## src/rtl/revshift_pkg.sv

```systemverilog
package revshift_pkg;
   typedef enum logic [1:0] {
      SHM_LSL  = 2'b00,
      SHM_LSR  = 2'b01,
      SHM_ASR  = 2'b10,
      SHM_RSVD = 2'b11
   } shm_e;

   function automatic bit is_pow2(input int n);
      return (n >= 2) && ((n & (n - 1)) == 0);
   endfunction
endpackage

```

## src/rtl/revshift_bitrev.sv

```systemverilog
module revshift_bitrev #(
   parameter int W = 32
) (
   input  logic         en_i,
   input  logic [W-1:0] din_i,
   output logic [W-1:0] dout_o
);
   logic [W-1:0] flipped;

   for (genvar g = 0; g < W; g++) begin : g_flip
      assign flipped[g] = din_i[W-1-g];
   end

   assign dout_o = en_i ? flipped : din_i;
endmodule

```

## src/rtl/revshift_stage.sv

```systemverilog
module revshift_stage #(
   parameter int W    = 32,
   parameter int DIST = 1
) (
   input  logic         en_i,
   input  logic         fill_i,
   input  logic [W-1:0] din_i,
   output logic [W-1:0] dout_o
);
   if (DIST < 1 || DIST >= W) begin : g_bad_dist
      $error("revshift_stage: DIST must lie in 1..W-1");
   end

   logic [W-1:0] moved;
   assign moved  = {{DIST{fill_i}}, din_i[W-1:DIST]};
   assign dout_o = en_i ? moved : din_i;
endmodule

```

## src/rtl/revshift_network.sv

```systemverilog
module revshift_network #(
   parameter int W               = 32,
   parameter bit LSB_STAGE_FIRST = 1'b1,
   localparam int AW             = $clog2(W)
) (
   input  logic          fill_i,
   input  logic [AW-1:0] amt_i,
   input  logic [W-1:0]  din_i,
   output logic [W-1:0]  dout_o
);
   logic [W-1:0] chain [AW+1];

   assign chain[0] = din_i;

   for (genvar i = 0; i < AW; i++) begin : g_stage
      localparam int K = LSB_STAGE_FIRST ? i : (AW - 1 - i);
      revshift_stage #(
         .W    (W),
         .DIST (1 << K)
      ) u_stage (
         .en_i   (amt_i[K]),
         .fill_i (fill_i),
         .din_i  (chain[i]),
         .dout_o (chain[i+1])
      );
   end

   assign dout_o = chain[AW];
endmodule

```

## src/rtl/revshift_unit.sv

```systemverilog
module revshift_unit
   import revshift_pkg::*;
#(
   parameter int WIDTH           = 32,
   parameter bit LSB_STAGE_FIRST = 1'b1,
   localparam int AMT_W          = $clog2(WIDTH)
) (
   input  logic [WIDTH-1:0] data_i,
   input  logic [AMT_W-1:0] amt_i,
   input  logic [1:0]       mode_i,
   output logic [WIDTH-1:0] res_o
);
   if (!is_pow2(WIDTH)) begin : g_bad_width
      $error("revshift_unit: WIDTH must be a power of two, at least 2");
   end

   shm_e         mode;
   logic         go_left;
   logic         fill;
   logic [WIDTH-1:0] net_in;
   logic [WIDTH-1:0] net_out;

   assign mode    = shm_e'(mode_i);
   assign go_left = (mode == SHM_LSL);

   // Zero fill for both logical modes; the left path fills inside the reversed domain.
   always_comb begin
      unique case (mode)
         SHM_ASR: fill = data_i[WIDTH-1];
         default: fill = 1'b0;
      endcase
   end

   revshift_bitrev #(.W(WIDTH)) u_rev_in (
      .en_i   (go_left),
      .din_i  (data_i),
      .dout_o (net_in)
   );

   revshift_network #(
      .W               (WIDTH),
      .LSB_STAGE_FIRST (LSB_STAGE_FIRST)
   ) u_net (
      .fill_i (fill),
      .amt_i  (amt_i),
      .din_i  (net_in),
      .dout_o (net_out)
   );

   revshift_bitrev #(.W(WIDTH)) u_rev_out (
      .en_i   (go_left),
      .din_i  (net_out),
      .dout_o (res_o)
   );
endmodule

```

## config.mk

```make
export PLATFORM = sky130hd
export DESIGN_NAME = revshift_unit
export DESIGN_NICKNAME = d
export VERILOG_FILES = /design/src/rtl/revshift_pkg.sv /design/src/rtl/revshift_bitrev.sv /design/src/rtl/revshift_stage.sv /design/src/rtl/revshift_network.sv /design/src/rtl/revshift_unit.sv
export SDC_FILE = /design/constraint.sdc
export NUM_CORES = 1
export LEC_CHECK = 0
export ABC_AREA = 1
export BUFFER_PORTS_ARGS = -buffer_cell sky130_fd_sc_hd__buf_4
export CAP_MARGIN = 20
export CORE_ASPECT_RATIO = 1.2
export CORE_MARGIN = 2
export CORE_UTILIZATION = 32
export DETAILED_ROUTE_END_ITERATION = 7
export REMOVE_ABC_BUFFERS = 1
export SYNTH_ARGS = -nofsm -noshare
export SYNTH_HDL_FRONTEND = slang
export SYNTH_SLANG_ARGS = --single-unit
```

## constraint.sdc

```tcl
create_clock -name vclk -period 3.8
set_clock_uncertainty 0.05 [all_clocks]
set_input_delay 0.38 -clock vclk [all_inputs]
set_output_delay 0.38 -clock vclk [all_outputs]
set_load 0.1 [all_outputs]
```

# == Yosys cells after proc, flatten, opt, wreduce, memory -nomap -nowiden ==
# Cells that the tools add are included.
# totals
ram_bits,0
memories,0
out_inout_bits,32
regBits,0
latchBits,0
input_bits,39
romBits,0
elab_cells,10
# classes
bitwise_logic,0
order_cmp,0
mux,8
n_reduce_logical,1
multipliers,0
n_eq_ne,1
div_mod_pow,0
n_shift,0
addsub,0
# ops
cell,n
2-to-1 mux 32 bit,7
"equality test 2 bit, second input constant",1
logical NOT 2 bit,1
2-to-1 mux 1 bit,1

# == Logic depth before layout (Yosys ltp) ==
# Gate-level depths: netlist (run 1).
# depth
word_depth,8
mapped_depth,14
mapped_depth_nobuf,14

# == By module ==
# Synthesis (run 1) repeated with hierarchy kept, for this count alone.
# hier_totals
cells_unflattened,701
area_unflattened_um2,3150.5
# by_module_without_submodules
mod,seq_area_each_um2,area_each_um2,cells_each,instances
revshift_bitrev,0.0,494.2,104,2
revshift_stage at u_net.g_stage[0].u_stage,0.0,494.2,104,1
revshift_stage at u_net.g_stage[3].u_stage,0.0,451.7,96,1
revshift_stage at u_net.g_stage[4].u_stage,0.0,412.9,88,1
revshift_stage at u_net.g_stage[2].u_stage,0.0,399.1,100,1
revshift_stage at u_net.g_stage[1].u_stage,0.0,390.4,102,1
revshift_unit,0.0,13.8,3,1

# == Worst setup path before layout (run 1) ==
# Ideal clock, no wire load.
# synth_timing
path_kind,input-to-output
from,input port amt_i[1]
to,output port res_o[18]
arrival_time_ns,2.042
required_time_ns,3.370
cell_stages,10
n_path_buf,2
slack_ns,1.328
path_cell_list,clkbuf_1 > clkbuf_1 > nand3_1 > nand3_1 > nand3_1 > nand2_1 > nand2_1 > nand2_1 > nand2_1 > nand2_1
# synth_between
elab_chain_cells,5
# synth_rtl
item,line,text
"start, declared",revshift_unit.sv:9,"input logic [AMT_W-1:0] amt_i,"
2-to-1 mux 32 bit (4 in a row),revshift_stage.sv:16,assign dout_o = en_i ? moved : din_i;
2-to-1 mux 32 bit,revshift_bitrev.sv:14,assign dout_o = en_i ? flipped : din_i;
"end, declared",revshift_unit.sv:11,output logic [WIDTH-1:0] res_o
# No other way between the ends.

# == Final worst setup path (run 1) ==
# Same ends and word-level chain as after synthesis.

==> results of run 1 <==
-- report_power, final --
part | internal, W | total [W] | switching (W)
logic | 0.000193 | 0.000799 | 0.000606
clock network | 0 | 0 | 0
registers | 0 | 0 | 0
total | 0.000193 | 0.000799 | 0.000606
-- Yosys cell counts, drive strengths merged --
library cell  instances  area share (%)
inv                  24             3.4
nand2               249              36
nand3               270              52
nor2                  1            0.24
buf                  31             6.6
o21ai                 1            0.19
clkbuf               15             2.1
-- critical path, cell delays in order --
cell and delay, ps:
buf_4 220, inv_1 740, nand3_1 220, nand3_1 230
nand3_1 120, nand2_1 90, nand2_1 50, nand2_1 110
nand2_1 60, nand2_1 80, buf_4 290
-- per-stage QoR --
stage          util, %  setup slack (ps)  cells
2_1_floorplan        -              2.26    545
3_3_place_gp      38.4               815    716
3_5_place_dp      38.4               769    716
4_1_cts           38.4               770    716
5_1_grt           38.4               498    716
6_report          38.4               755    716
-- kinds of logic (layout without fill, tap and decap cells) --
logic type             after synthesis  in the layout  share of synthesized area (%)
AOI/OAI and AO/OA                    1              1                          0.188
and+or+nand+nor                    520            520                           87.7
buffers and inverters               70            100                           12.1
-- metal layers --
| layer | vias to the layer above | wire (um) | track usage [%] |
|---|---|---|---|
| li1 | 2042 | - | - |
| met1 | 1820 | 4200 | 27.8 |
| met2 | 111 | 5000 | 39.5 |
| met3 | 20 | 405 | 1.12 |
| met4 | 0 | 289 | 5.71 |
| met5 | - | 0 | 0 |
-- final timing paths --
| kind | start | to | slack (ps) |
|---|---|---|---|
| min | amt_i[4] | res_o[5] | 1360 |
| max | amt_i[1] | res_o[18] | 750 |
-- layout make-up --
type | count | share of cell area [%]
Multi-Input combinational cell | 521 | 75.0
Timing Repair Buffer | 76 | 18.3
Tap cell | 95 | 3.81
Inverter | 24 | 2.89
==> run summary, run 1 <==
drt drc = 0
Max IR drop VDD = 0.214 mV
DR vias = 3993
Pre-antenna DRT Iters = 5
Final Cell Area = 3120 um^2
Via density = 5.58
crit path kind = in -> out
WL final = 9.89 mm
Worst Hold Margin = 1360 ps
die height = 104 um
first-pass GRT wire length = 17.0 mm
period utilization = 80.1%
Cell Area, Placed = 3120 um^2
Setup TNS = 0 ps
status = complete, no violations
setup violators final = 0
synthesized area = 2650 um^2
endpoint type of the worst setup path = primary output
LEAKAGE = 1.84 nW
DR iter-0 viols = 379
Startpoint Class = input pin
Resize count post-CTS = 0
commonest cells after routing, fill and taps aside = 266 x nand3_1, 245 x nand2_1, 76 x buf_4
fin. max-slew vios = 0
GR Overflow Total = 0
clock buf count = 0
Post-CTS Repair Setup Buffers = 0
post-layout min period = 3050 ps
commonest non-fill, non-tap cell in the layout = nand3_1
share of cells above drive strength 1 = 14.2%
Fmax = 328 MHz
sequential-to-total area share from yosys stat = 0%
DIE AREA = 9040 um^2
Port Buffers = 71
Syn Inst Count = 591
num ports = 71
Fillers = 961
WP data required = 3370 ps
Distinct cells, synth = 15
max cap viols = 0
Hold Crit Depth = 5
Final HPWL DP = 7.66 mm
area of the multi-input gates = 2340 um^2
slew margin rel. = 35.5%
Register Area = 0 um^2
# diodes = 0
final hold vios = 0
P&R area growth vs syn = 17.4%
Starting Density = 32.7%
largest net degree at the start of global routing = 35
# nets final = 662
Power Total = 0.000799 W
vias in the first global route = 3674
worst slew pin tran = 967 ps
seq_cells = 0
Syn Area/Cell = 4.49 um^2
Post-DRT Antenna Nets = 0
# hold bufs at CTS = 0
Core Area = 8110 um^2
power per standard cell area = 257 nW/um^2
worst-path maximum fanout = 33
worst min-delay path class = in -> out
Die X = 87.1 um
routed len/inst = 13.8 um
RSZ-0062 raised after global routing = false
routability cong. = 0.975
Tot GR Track Use = 21.9%
FP Rows = 36
initial antenna violation count = 0
Critical Path AT = 2620 ps
Yosys Warn Count = 0
Note: power is estimated with default switching activity, not from simulation.
==> inputs of run 2 (changes only) <==
Clock period 3.8 ns to 2.75 ns, I/O delays scaled along.
==> run summary, run 2 (synthesized netlist as in run 1, its figures left out) <==
status = complete, no violations
Fmax = 421 MHz
die height = 104 um (unchanged)
Pre-antenna DRT Iters = 5 (unchanged)
Resize count post-CTS = 0 (unchanged)
Via density = 5.59 (+0.19%)
routability cong. = 0.977 (+0.18%)
clock buf count = 0 (unchanged)
Core Area = 8110 um^2 (unchanged)
CP Launch Point = mode_i[1]
commonest cells after routing, fill and taps aside = 266 x nand3_1, 245 x nand2_1, 76 x buf_4
Port Buffers = 71 (unchanged)
period utilization = 86.3%
FP Rows = 36 (unchanged)
vias in the first global route = 3614 (-1.6%)
Die X = 87.1 um (unchanged)
Pint = 0.000279 W (+44%)
seq_cells = 0 (unchanged)
Final Cell Area = 3200 um^2 (+2.6%)
# nets final = 666 (+0.60%)
P&R area growth vs syn = 20.5%
Starting Density = 32.7% (unchanged)
DR iter-0 viols = 298 (-21%)
Register Area = 0 um^2 (unchanged)
post-layout min period = 2370 ps
Final HPWL DP = 7.59 mm (-0.87%)
max cap viols = 0 (unchanged)
Tot GR Track Use = 21.3% (-0.66 points)
share of cells above drive strength 1 = 14.7% (+0.55 points)
first-pass GRT wire length = 16.5 mm (-2.8%)
setup violators final = 0 (unchanged)
Worst Hold Launch = amt_i[4]
routed len/inst = 13.5 um (-1.9%)
fin. max-slew vios = 0 (unchanged)
power per standard cell area = 349 nW/um^2 (+36%)
drt drc = 0 (unchanged)
endpoint type of the worst setup path = primary output
Clk network pwr share = 0% (unchanged)
logic gate share of total power = 100.0% (about the same)
Max IR drop VDD = 0.302 mV (+41%)
largest net degree at the start of global routing = 36 (+2.9%)
GR Overflow Total = 0 (unchanged)
slew margin rel. = 61.6% (+26 points)
Setup WS post-layout = 377 ps (-378 ps)
Reg power frac = 0% (unchanged)
commonest non-fill, non-tap cell in the layout = nand3_1
Cells after DPL = 720 (+0.56%)
initial antenna violation count = 0 (unchanged)
Hold Crit Depth = 5 (unchanged)
Cell Area, Placed = 3200 um^2 (+2.6%)
Sw Share = 75.0% (-0.83 points)
Post-CTS Repair Setup Buffers = 0 (unchanged)
Critical Path AT = 2050 ps (-570 ps)
crit path kind = in -> out
WL final = 9.75 mm (-1.4%)
worst-path maximum fanout = 34 (+3.0%)
# hold bufs at CTS = 0 (unchanged)
DIE AREA = 9040 um^2 (unchanged)
RSZ-0062 raised after global routing = false
# diodes = 0 (unchanged)
DR vias = 4023 (+0.75%)
switching power total = 0.000836 W (+38%)
worst slack, placed = 393 ps (-376 ps)
worst slew pin tran = 574 ps (-393 ps)
WP data required = 2420 ps (-950 ps)
Post-DRT Antenna Nets = 0 (unchanged)
Finished Layout Cells = 720 (+0.56%)
Startpoint Class = input pin
num ports = 71 (unchanged)
worst min-delay path class = in -> out
LEAKAGE = 1.88 nW (+2.0%)
final hold vios = 0 (unchanged)
-- run 2: changes by cell type in the layout (fill, tap and decap cells not counted), sizes merged --
cell  change
buf       +4
-- run 2: worst paths after layout --
check                       end  slack, ps
worst max-delay path  res_o[25]        380
worst min-delay path   res_o[4]       1140
-- run 2: final cells by class --
type,count,area (um^2)
fill,951,4910
inverter,24,90.1
multi-input combinational,521,2340
tap,95,119
timing repair buffer,80,651
-- run 2: worst max-delay path, stage by stage --
cell and delay [ps]:
buf_4 110, inv_2 40, nand2_4 270, nand2_1 120
nand3_1 120, nand3_1 130, nand3_1 180, nand3_1 140
nand2_1 90, nand2_1 60, nand2_1 80, nand2_1 60
nand2_1 80, buf_4 280
-- run 2: metal layers --
metal	routed length [um]	up-vias	global-route usage [%]	part of all wire (%)
met5	0	-	0	0
met4	284	0	4.84	2.9
met3	436	24	0.558	4.5
met2	4760	131	38.2	49
met1	4280	1818	27.7	44
li1	-	2050	-	-
-- run 2: metrics by stage --
stage                     util [%]  hold slack (ps)  total power [W]  setup TNS [ps]
after global placement        39.4             1130          0.00111               0
after global routing          39.4             1190          0.00120               0
final                         39.4             1140          0.00112               0
after CTS                     39.4             1130          0.00112               0
after detailed placement      39.4             1130          0.00111               0
after floorplan                  -             1140         0.000820          -24480
-- run 2: power by group through the flow --
stage / Combinational, W / Sequential (W) / Clock (W)
floorplan: 0.000820 / 0 / 0
global placement: 0.00111 / 0 / 0
detailed placement: 0.00111 / 0 / 0
CTS: 0.00112 / 0 / 0
global route: 0.00120 / 0 / 0
finish: 0.00112 / 0 / 0
==> inputs of run 3 (changes only) <==
Settings changed: CORE_MARGIN 2 to 1.
Clock period 2.75 ns to 2.3 ns, I/O delays scaled along.
==> run summary, run 3 (synthesized netlist as in run 1, its figures left out) <==
crit path kind = in -> out
Starting Density = 32.9% (+0.18 points)
DIE AREA = 8660 um^2 (-4.2%)
Cells after DPL = 724 (+0.56%)
Setup TNS = 0 ps (unchanged)
post-layout min period = 2230 ps
Die X = 85.1 um (-2.3%)
Post-CTS Repair Setup Buffers = 0 (unchanged)
Buf/Inv on CP = 3 (unchanged)
endpoint type of the worst setup path = primary output
power per standard cell area = 425 nW/um^2 (+22%)
largest net degree at the start of global routing = 36 (unchanged)
# hold bufs at CTS = 0 (unchanged)
# nets final = 670 (+0.60%)
final hold vios = 0 (unchanged)
Finished Layout Cells = 724 (+0.56%)
P&R area growth vs syn = 33.8%
Post-DRT Antenna Nets = 0 (unchanged)
slew margin rel. = 63.8% (+2.1 points)
Via density = 5.64 (+0.88%)
WP data required = 2020 ps (-400 ps)
Fmax = 448 MHz
Port Buffers = 71 (unchanged)
Power Total = 0.00151 W (+35%)
Hold Path Sink = res_o[4]
num ports = 71 (unchanged)
Hold Crit Depth = 5 (unchanged)
cell family with most CP delay = simple AND/OR/NAND/NOR gates
routability cong. = 0.918 (-6.0%)
share of cells above drive strength 1 = 15.9% (+1.2 points)
worst slew pin tran = 542 ps (-31.9 ps)
clock buf count = 0 (unchanged)
Critical Path AT = 1950 ps (-100 ps)
Worst path max stage delay = 240 ps (-40 ps)
# diodes = 0 (unchanged)
RSZ-0062 raised after global routing = true
Startpoint Class = input pin
GR Overflow Total = 0 (unchanged)
Final HPWL DP = 8.01 mm (+5.5%)
die height = 102 um (-1.9%)
max cap viols = 0 (unchanged)
period utilization = 97.1%
initial antenna violation count = 0 (unchanged)
Max IR drop VDD = 0.341 mV (+13%)
Tot GR Track Use = 23.4% (+2.2 points)
commonest cells after routing, fill and taps aside = 263 x nand3_1, 244 x nand2_1, 47 x buf_4
DR vias = 4081 (+1.4%)
worst min-delay path class = in -> out
WL final = 10.6 mm (+8.4%)
Worst Hold Margin = 1010 ps (-128 ps)
setup violators final = 0 (unchanged)
Core Area = 8060 um^2 (-0.56%)
routed len/inst = 14.6 um (+7.8%)
Worst Hold Launch = amt_i[4]
crit-path cells = buf_4 -> nor2_4 -> buf_12 -> nand2_1 -> nand3_1 -> nand3_1 -> nand3_1 -> nand2_1 -> nand2_1 -> nand3_1 -> nand2_1 -> nand2_1 -> nand2_1 -> buf_6
Fillers = 866 (-8.9%)
LEAKAGE = 1.99 nW (+6.2%)
fin. max-slew vios = 0 (unchanged)
commonest non-fill, non-tap cell in the layout = nand3_1
vias in the first global route = 3584 (-0.83%)
Pre-antenna DRT Iters = 5 (unchanged)
FP Rows = 36 (unchanged)
worst-path maximum fanout = 35 (+2.9%)
status = complete, no violations
Register Area = 0 um^2 (unchanged)
Crit-path slowest cell = buf_6
seq_cells = 0 (unchanged)
first-pass GRT wire length = 16.8 mm (+2.2%)
DR iter-0 viols = 257 (-14%)
CP dominant cell by count = nand2_1
drt drc = 0 (unchanged)
run 3: cell types whose count changed in the layout (fill, tap and decap cells not counted), sizes merged:
cell / before / now
buf: 80 / 84
run 3: repair_timing:
item                                    CTS  global route
gates resized for setup                   0            69
hold endpoints to repair                  0             0
endpoints found under the setup margin    0            32
run 3: final cells by class:
class                      count  area (um^2)  area share, %
timing repair buffer          84          978           27.6
tap                           95          119           3.35
multi-input combinational    521         2360           66.6
inverter                      24         90.1           2.54
run 3: per-stage QoR:
step	utilization (%)	worst slack [ps]	cell area, um^2
final	44.0	67.5	3550
after detailed placement	40.5	56.0	3260
after CTS	40.5	53.8	3260
after global routing	44.0	-36.9	3550
after floorplan	-	-1200	2420
after global placement	40.5	101	3260
run 3: report_power, final:
| group | total [W] | leakage (nW) | switching [W] | internal, W |
|---|---|---|---|---|
| sequential | 0 | 0 | 0 | 0 |
| clock | 0 | 0 | 0 | 0 |
| combinational | 0.00151 | 1.99 | 0.00105 | 0.000461 |
run 3: tightest hold or removal path, cell delays in order:
cell and delay, ps:
buf_4 200, nand2_1 90, nand3_1 60, nand2_1 60, buf_6 180
run 3: layer usage:
layer	global-route usage [%]	part of all wire, %
met1	28.1	41
met3	0.652	4.8
met5	0	0
met2	45.2	51
met4	6.91	2.9
run 3: worst max path at each step:
| stage | from | to | slack (ps) | depth (start not counted) |
|---|---|---|---|---|
| 6_report | mode_i[0] | res_o[11] | 70 | 14 |
| 5_1_grt | mode_i[0] | res_o[11] | -40 | 14 |
| 4_1_cts | mode_i[1] | res_o[19] | 50 | 14 |
| 3_5_place_dp | mode_i[1] | res_o[20] | 60 | 14 |
| 3_3_place_gp | mode_i[1] | res_o[19] | 100 | 14 |
| 2_1_floorplan | mode_i[0] | res_o[4] | -1200 | 11 |
